**config.mk**
```make
export PLATFORM = sky130hd
export DESIGN_NAME = tlbp_lookup
export DESIGN_NICKNAME = d
export VERILOG_FILES = /design/src/rtl/tlbp_pkg.sv /design/src/rtl/tlbp_entry_store.sv /design/src/rtl/tlbp_hit_vec.sv /design/src/rtl/tlbp_resolve.sv /design/src/rtl/tlbp_lookup.sv
export SDC_FILE = /design/constraint.sdc
export NUM_CORES = 2
export LEC_CHECK = 0
export BUFFER_PORTS_ARGS = -buffer_cell sky130_fd_sc_hd__clkbuf_2
export CAP_MARGIN = 20
export CORE_ASPECT_RATIO = 1.5
export CORE_MARGIN = 10
export CORE_UTILIZATION = 50
export DETAILED_ROUTE_END_ITERATION = 12
export MAX_ROUTING_LAYER = met4
export PLACE_DENSITY = 0.79
export SETUP_SLACK_MARGIN = 0.3
export SYNTH_ARGS = -nofsm -noshare
export SYNTH_HDL_FRONTEND = slang
export SYNTH_SLANG_ARGS = --single-unit
```
**constraint.sdc**
```tcl
create_clock -name clk -period 7.71 [get_ports clk]
set_input_delay 1.542 -clock clk [delete_from_list [all_inputs] [get_ports clk]]
set_output_delay 1.542 -clock clk [all_outputs]
set_load 0.005 [all_outputs]
```
**src/rtl/tlbp_pkg.sv**
```systemverilog
package tlbp_pkg;
  parameter int ADDR_W    = 32;
  parameter int MASK_W    = 16;
  parameter int ASID_W    = 8;
  parameter int MMID_W    = 16;
  parameter int MIN_SHIFT = 13;  // bits always inside the mask: two 4 KB pages
  localparam int TOP_PAD  = ADDR_W - MASK_W - MIN_SHIFT;

  typedef enum logic [2:0] {
    RES_MATCH   = 3'd0,
    RES_NOMATCH = 3'd1,
    RES_INVALID = 3'd2,
    RES_DIRTY   = 3'd3,
    RES_XI      = 3'd4,
    RES_RI      = 3'd5
  } res_e;

  typedef enum logic [1:0] {
    ACC_FETCH = 2'd0,
    ACC_LOAD  = 2'd1,
    ACC_STORE = 2'd2
  } acc_e;

  typedef struct packed {
    logic [ADDR_W-1:0] pfn;
    logic              v;
    logic              d;
    logic              ri;
    logic              xi;
  } half_t;

  typedef struct packed {
    logic [ADDR_W-1:0] vpn;
    logic [MASK_W-1:0] mask;
    logic [ASID_W-1:0] asid;
    logic [MMID_W-1:0] mmid;
    logic              g;
    logic              ehinv;
    half_t             even;
    half_t             odd;
  } entry_t;

  function automatic entry_t blank_entry();
    entry_t e;
    e       = '0;
    e.ehinv = 1'b1;
    return e;
  endfunction

  // Mask field widened with the offset bits of a 4 KB page pair.
  function automatic logic [ADDR_W-1:0] eff_mask(input logic [MASK_W-1:0] m);
    return {{TOP_PAD{1'b0}}, m, {MIN_SHIFT{1'b1}}};
  endfunction

  // Odd half: address bit at the top set bit of the effective mask.
  function automatic logic odd_half(input logic [ADDR_W-1:0] va,
                                    input logic [ADDR_W-1:0] em);
    return |(va & em & ~(em >> 1));
  endfunction

  function automatic logic [ADDR_W-1:0] phys(input logic [ADDR_W-1:0] pfn,
                                             input logic [ADDR_W-1:0] va,
                                             input logic [ADDR_W-1:0] em);
    return pfn | (va & (em >> 1));
  endfunction
endpackage

```
**src/rtl/tlbp_entry_store.sv**
```systemverilog
module tlbp_entry_store
  import tlbp_pkg::*;
#(
  parameter int NUM_ENTRIES = 16,
  localparam int IDX_W = (NUM_ENTRIES > 1) ? $clog2(NUM_ENTRIES) : 1
) (
  input  logic             clk,
  input  logic             rst_n,
  input  logic             wr_en,
  input  logic [IDX_W-1:0] wr_idx,
  input  entry_t           wr_entry,
  output entry_t           ents [NUM_ENTRIES]
);
  entry_t ents_q [NUM_ENTRIES];

  for (genvar k = 0; k < NUM_ENTRIES; k++) begin : g_ent
    always_ff @(posedge clk or negedge rst_n) begin
      if (!rst_n)                               ents_q[k] <= blank_entry();
      else if (wr_en && wr_idx == IDX_W'(k))    ents_q[k] <= wr_entry;
    end
    assign ents[k] = ents_q[k];
  end

  // a write is visible in the addressed entry one edge later
  p_write_lands_r2: assert property (@(posedge clk) disable iff (!rst_n)
    wr_en |=> (ents_q[$past(wr_idx)] == $past(wr_entry)));
endmodule

```
**src/rtl/tlbp_hit_vec.sv**
```systemverilog
module tlbp_hit_vec
  import tlbp_pkg::*;
#(
  parameter int NUM_ENTRIES = 16
) (
  input  entry_t                  ents [NUM_ENTRIES],
  input  logic [ADDR_W-1:0]       va,
  input  logic [ASID_W-1:0]       cur_asid,
  input  logic [MMID_W-1:0]       cur_mmid,
  input  logic                    mmid_mode,
  output logic [NUM_ENTRIES-1:0]  hit
);
  for (genvar k = 0; k < NUM_ENTRIES; k++) begin : g_cmp
    logic [ADDR_W-1:0] em;
    logic              id_eq;
    logic              tag_eq;
    assign em     = eff_mask(ents[k].mask);
    assign id_eq  = mmid_mode ? (ents[k].mmid == cur_mmid) : (ents[k].asid == cur_asid);
    assign tag_eq = ((ents[k].vpn ^ va) & ~em) == '0;
    assign hit[k] = (ents[k].g | id_eq) & tag_eq & ~ents[k].ehinv;
  end
endmodule

```
**src/rtl/tlbp_resolve.sv**
```systemverilog
module tlbp_resolve
  import tlbp_pkg::*;
#(
  parameter int NUM_ENTRIES = 16,
  localparam int IDX_W = (NUM_ENTRIES > 1) ? $clog2(NUM_ENTRIES) : 1
) (
  input  logic                   clk,
  input  logic                   rst_n,
  input  entry_t                 ents [NUM_ENTRIES],
  input  logic [NUM_ENTRIES-1:0] hit,
  input  logic [ADDR_W-1:0]      va,
  input  logic [1:0]             access,
  output res_e                   res,
  output logic [ADDR_W-1:0]      pa,
  output logic [2:0]             perm
);
  logic [IDX_W-1:0]  sel;
  logic              any_hit;
  entry_t            e;
  logic [ADDR_W-1:0] em;
  logic              odd;
  half_t             h;
  logic              is_fetch, is_store, is_load;

  // lowest index wins: scan downward so the last assignment is the lowest hit
  always_comb begin
    sel     = '0;
    any_hit = 1'b0;
    for (int i = NUM_ENTRIES - 1; i >= 0; i--) begin
      if (hit[i]) begin
        sel     = IDX_W'(i);
        any_hit = 1'b1;
      end
    end
  end

  assign e        = ents[sel];
  assign em       = eff_mask(e.mask);
  assign odd      = odd_half(va, em);
  assign h        = odd ? e.odd : e.even;
  assign is_fetch = (access == ACC_FETCH);
  assign is_store = (access == ACC_STORE);
  assign is_load  = !is_fetch && !is_store;

  always_comb begin
    if (!any_hit)                res = RES_NOMATCH;
    else if (!h.v)               res = RES_INVALID;
    else if (is_fetch && h.xi)   res = RES_XI;
    else if (is_load && h.ri)    res = RES_RI;
    else if (is_store && !h.d)   res = RES_DIRTY;
    else                         res = RES_MATCH;
  end

  assign pa   = (res == RES_MATCH) ? phys(h.pfn, va, em) : '0;
  assign perm = (res == RES_MATCH) ? {~h.xi, h.d, 1'b1} : 3'b000;

  // no hitting entry means NOMATCH
  p_nohit_nomatch_r9: assert property (@(posedge clk) disable iff (!rst_n)
    (hit == '0) |-> (res == RES_NOMATCH));
  // a store that translates must carry write permission
  p_store_writable_r8: assert property (@(posedge clk) disable iff (!rst_n)
    (res == RES_MATCH && access == 2'd2) |-> perm[1]);
  // a fetch that translates must carry execute permission
  p_fetch_exec_r8: assert property (@(posedge clk) disable iff (!rst_n)
    (res == RES_MATCH && access == 2'd0) |-> perm[2]);
endmodule

```
**src/rtl/tlbp_lookup.sv**
```systemverilog
module tlbp_lookup
  import tlbp_pkg::*;
#(
  parameter int NUM_ENTRIES = 16,
  localparam int IDX_W = (NUM_ENTRIES > 1) ? $clog2(NUM_ENTRIES) : 1
) (
  input  logic             clk,
  input  logic             rst_n,
  input  logic             wr_en,
  input  logic [IDX_W-1:0] wr_idx,
  input  logic [31:0]      wr_vpn,
  input  logic [15:0]      wr_mask,
  input  logic [7:0]       wr_asid,
  input  logic [15:0]      wr_mmid,
  input  logic             wr_global,
  input  logic             wr_hw_inval,
  input  logic [31:0]      wr_pfn_even,
  input  logic [3:0]       wr_attr_even,
  input  logic [31:0]      wr_pfn_odd,
  input  logic [3:0]       wr_attr_odd,
  input  logic [31:0]      lk_va,
  input  logic [1:0]       lk_access,
  input  logic [7:0]       cur_asid,
  input  logic [15:0]      cur_mmid,
  input  logic             mmid_mode,
  output logic [2:0]       res_code,
  output logic [31:0]      phys_addr,
  output logic [2:0]       perm
);
  initial begin
    a_entry_count: assert (NUM_ENTRIES >= 1 && NUM_ENTRIES <= 64);
  end

  entry_t                 wr_entry;
  entry_t                 ents [NUM_ENTRIES];
  logic [NUM_ENTRIES-1:0] hit;
  res_e                   res;

  always_comb begin
    wr_entry          = '0;
    wr_entry.vpn      = wr_vpn;
    wr_entry.mask     = wr_mask;
    wr_entry.asid     = wr_asid;
    wr_entry.mmid     = wr_mmid;
    wr_entry.g        = wr_global;
    wr_entry.ehinv    = wr_hw_inval;
    wr_entry.even.pfn = wr_pfn_even;
    wr_entry.even.v   = wr_attr_even[3];
    wr_entry.even.d   = wr_attr_even[2];
    wr_entry.even.ri  = wr_attr_even[1];
    wr_entry.even.xi  = wr_attr_even[0];
    wr_entry.odd.pfn  = wr_pfn_odd;
    wr_entry.odd.v    = wr_attr_odd[3];
    wr_entry.odd.d    = wr_attr_odd[2];
    wr_entry.odd.ri   = wr_attr_odd[1];
    wr_entry.odd.xi   = wr_attr_odd[0];
  end

  tlbp_entry_store #(.NUM_ENTRIES(NUM_ENTRIES)) u_store (
    .clk(clk), .rst_n(rst_n), .wr_en(wr_en), .wr_idx(wr_idx),
    .wr_entry(wr_entry), .ents(ents));

  tlbp_hit_vec #(.NUM_ENTRIES(NUM_ENTRIES)) u_hit (
    .ents(ents), .va(lk_va), .cur_asid(cur_asid), .cur_mmid(cur_mmid),
    .mmid_mode(mmid_mode), .hit(hit));

  tlbp_resolve #(.NUM_ENTRIES(NUM_ENTRIES)) u_res (
    .clk(clk), .rst_n(rst_n), .ents(ents), .hit(hit), .va(lk_va),
    .access(lk_access), .res(res), .pa(phys_addr), .perm(perm));

  assign res_code = res;

  // outputs stay quiet unless the translation succeeds
  p_quiet_nonmatch_r9: assert property (@(posedge clk) disable iff (!rst_n)
    (res_code != 3'd0) |-> (phys_addr == '0 && perm == 3'b000));
endmodule

```
==> metrics.md <==
| Metric | Value |
|---|---|
| Status | `finished with violations` |
| Failing checks | `setup timing` |
| H-tree depth | `4` |
| Hold WC Path Type | `flop to flop` |
| Die W | `389 µm` |
| Global route overflow | `0` |
| Vias per cell | `6.28` |
| Peak VDD IR | `0.000231 V` |
| Final Skew | `0 ns` |
| DP Wirelength | `211000 µm` |
| Post-Synthesis Cells | `8527` |
| Starting Density | `50.2%` |
| Clock latency on the worst-skew pair | `0.88 ns` |
| Crit path kind | `input pin to primary output` |
| Hold Fails Final Rpt | `0` |
| XOR/XNOR Fraction of Synth Area | `5.89%` |
| Syn Nets | `8739` |
| CTS tree | `built` |
| 1st-iter DRT viols | `7248` |
| Crit-path max FO | `8` |
| RSZ-0062 raised after global routing | `true` |
| Combinational power share | `21.9%` |
| Post-synthesis adder-cell area fraction | `0%` |
| Syn Area/Cell | `12.0 µm²` |
| Cts hold-fix bufs | `0` |
| Root Driver | `clkbuf_16` |
| Die span in y | `574 µm` |
| Dominant register cell in the synthesized netlist | `dfrtp_1` |
| CTS Buf Count | `207` |
| Post-synthesis sequential area ratio | `52.1%` |
| Largest net degree at the start of global routing | `224` |
| Switching share of power | `29.3%` |
| WL/cell | `28.9 µm` |
| Port buffer count | `236` |
| Initial antenna violation count | `35` |
| Worst-path clk slew | `0.06 ns` |
| Tcrit/Tclk final | `117%` |
| FMAX | `110 MHz` |
| Final WL | `341000 µm` |
| Gpl congestion | `1.02` |
| Fin Setup TNS | `-46.18 ns` |
| Vias in the first global route | `77300` |
| Core area | `204000 µm²` |
| Slew Limit Fails | `0` |
| Synth unique cells | `81` |
| Min Tclk post-route | `9.06 ns` |
| Hold slack | `0.504 ns` |
| Post-DP Area | `110000 µm²` |
| FP Rows | `203` |
| Cell Int Power | `23.6 mW` |
| Finished Cell Area | `119000 µm²` |
| Clock power share | `31.1%` |
| Max Cap Viol | `0` |
| Leakage power | `51.6 nW` |
| Pwr dens | `280 nW/µm²` |
| Final core utilization | `58.5%` |
| P_sw | `9.77 mW` |
| Setup crit start kind | `input pin` |
| Clock Tree Buf Depth | `4` |
| DR DRC count | `0` |
| Clock Sinks | `2128` |
| Main combinational cell family by area after synthesis | `multiplexers` |
| Yosys warning count | `0` |
| Gr usage total | `30.4%` |
| Synth Area in Compound Gates | `5.39%` |
| Setup crit end kind | `primary output` |
| I/O pins | `250` |
| Synthesized flop and latch total | `2128` |
| Post-synth EDFFs | `0` |
| Flop pwr share | `47.0%` |
| Max reg flops | `2128` |
| Area growth, synth to finish | `16.4%` |
| Nets | `9143` |
| Max_slew headroom | `11.5%` |
| CP Data Required Time | `6.17 ns` |
| Final worst slack | `-1.35 ns` |
| Post-route ant nets | `0` |
| First-pass GRT wire length | `503000 µm` |
| Layout cells sized above 1 | `40.1%` |
| Post-synthesis mux area share | `25.5%` |
| Vias | `74000` |
| Asr flop ratio synth | `100%` |
| Critical path arrival | `7.52 ns` |
| DR pass1 iterations | `5` |
| Area share of and/or/nand/nor cells after synthesis | `8.13%` |
| Die ar. | `224000 µm²` |
| Worst Max-Slew Pin Slew | `1.33 ns` |
| # setup viols final | `38` |
| Synth Cell Area | `102000 µm²` |
[timing repair]
action,CTS,global route
setup buffers,36,16
cloned,8,6
endpoints found under the setup margin,38,38
resized for setup,153,209
pin swaps,25,40
[cells in the final DEF, fill, tap and decap left out, types with 40 or more instances in the layout]
cell type / n
mux2_2: 2150
dfrtp_1: 2112
nand2_1: 1221
buf_4: 554
xor2_1: 342
xnor2_1: 330
and3_1: 304
clkbuf_16: 216
clkbuf_2: 189
mux2i_1: 163
a31oi_1: 157
a311oi_1: 125
o22ai_1: 120
a21oi_1: 102
buf_12: 92
a211oi_1: 78
nor2_1: 51
clkbuf_1: 46
clkbuf_8: 43
nor3_1: 40
[power groups by stage]
stage | sequential, mW | combinational [mW] | clock [mW]
2_1_floorplan | 15.1 | 4.64 | 0
3_3_place_gp | 15.6 | 6.58 | 0
3_5_place_dp | 15.8 | 6.85 | 0
4_1_cts | 15.6 | 7.04 | 10.5
5_1_grt | 15.9 | 7.78 | 10.9
6_report | 15.7 | 7.29 | 10.4
[metal layers]
metal  global-route usage, %  part of all wire (%)  vias up
met4                    20.9                   8.1        0
met5                       -                     0        -
met3                    5.80                   8.0     1213
met1                    34.9                    36    38300
li1                        -                     -    30900
met2                    48.2                    47     3623
[worst max-delay path, stage by stage]
cell and delay [ns]:
clkbuf_16 0.13, buf_12 0.14, xor2_4 0.18, nor4_4 0.35, buf_4 0.19, nand3_4 0.09, o31a_1 0.34, o22a_4 0.25
a2111oi_4 0.35, buf_6 0.19, o21a_4 0.28, buf_6 0.17, buf_4 0.11, mux2i_1 0.28, mux2i_1 0.18, mux2i_1 0.15
buf_4 0.13, o22a_1 0.14, nand4_1 0.16, or4_4 0.50, nor2_4 0.17, mux2_4 0.34, a2111oi_4 0.32, buf_6 0.23
buf_12 0.15, a21boi_4 0.25, buf_2 0.16
[area by class of cell]
cell class,count,area [µm²]
Fill cell,15700,84600
Sequential cell,2128,53300
Multi-Input combinational cell,5660,47500
Timing Repair Buffer,928,8070
Clock buffer,298,5990
Tap cell,2665,3330
Clock inverter,66,811
Antenna cell,34,85.1
Inverter,6,22.5
[worst paths after layout]
check | startpoint | end | slack (ns) | depth (start not counted)
max in group asynchronous | rst_n | u_store.ents[1491] | 4.88 | 3
min in group asynchronous | rst_n | u_store.ents[1498] | 0.76 | 1
worst min-delay path | u_store.ents[2102] | u_store.ents[2102] | 0.50 | 1
worst min register to register | u_store.ents[2102] | u_store.ents[2102] | 0.50 | 1
worst max register to register | u_store.ents[682] | u_store.ents[682] | 6.56 | 1
worst max-delay path | cur_mmid[1] | phys_addr[28] | -1.35 | 27
[metrics by stage]
step	setup WS [ns]	std cells	total power, mW
2_1_floorplan	-0.312	8527	19.7
3_3_place_gp	-1.86	11300	22.1
3_5_place_dp	-1.83	11300	22.6
4_1_cts	-1.21	11700	33.1
5_1_grt	-1.32	11800	34.6
6_report	-1.35	11800	33.3
[synth_stat cells (4+ instances only)]
cell type	number	share of area, %
a2111oi_0	17	0.15
a211oi_1	83	0.61
a21boi_1	15	0.11
a21oi_1	105	0.51
a311oi_1	126	1.1
a31oi_1	160	0.98
a32oi_1	5	0.043
and2_1	7	0.043
and3_1	306	1.9
buf_1	57	0.21
buf_2	129	0.63
buf_4	18	0.13
buf_6	8	0.088
clkbuf_1	518	1.9
dfrtp_1	2112	52
dfstp_2	16	0.41
inv_1	5	0.018
mux2_2	2153	24
mux2i_1	183	1.8
nand2_1	1224	4.5
nand2b_1	7	0.043
nand3_1	50	0.24
nand4_1	26	0.16
nand4b_1	4	0.034
nor2_1	67	0.25
nor2b_1	6	0.037
nor3_1	60	0.29
nor3b_1	4	0.029
nor4_1	69	0.42
o211a_1	5	0.049
o211ai_1	11	0.081
o21a_1	15	0.11
o21ai_0	17	0.083
o22ai_1	132	0.81
o311ai_0	5	0.043
o31a_1	13	0.11
o31ai_1	15	0.11
o41ai_1	8	0.068
or2_2	4	0.024
or4_1	15	0.11
xnor2_1	342	2.9
xor2_1	346	3.0
[logic make-up (layout without fill, tap and decap cells)]
family                    Yosys count  in the layout
other                               0             34
xor gates and xnor gates          688            688
AOI/OAI and AO/OA                 774            775
DFF                              2128           2128
and+or+nand+nor                  1859           1859
muxes                            2338           2338
buffers and inverters             740           1298
(Power assumes the default switching activity.)
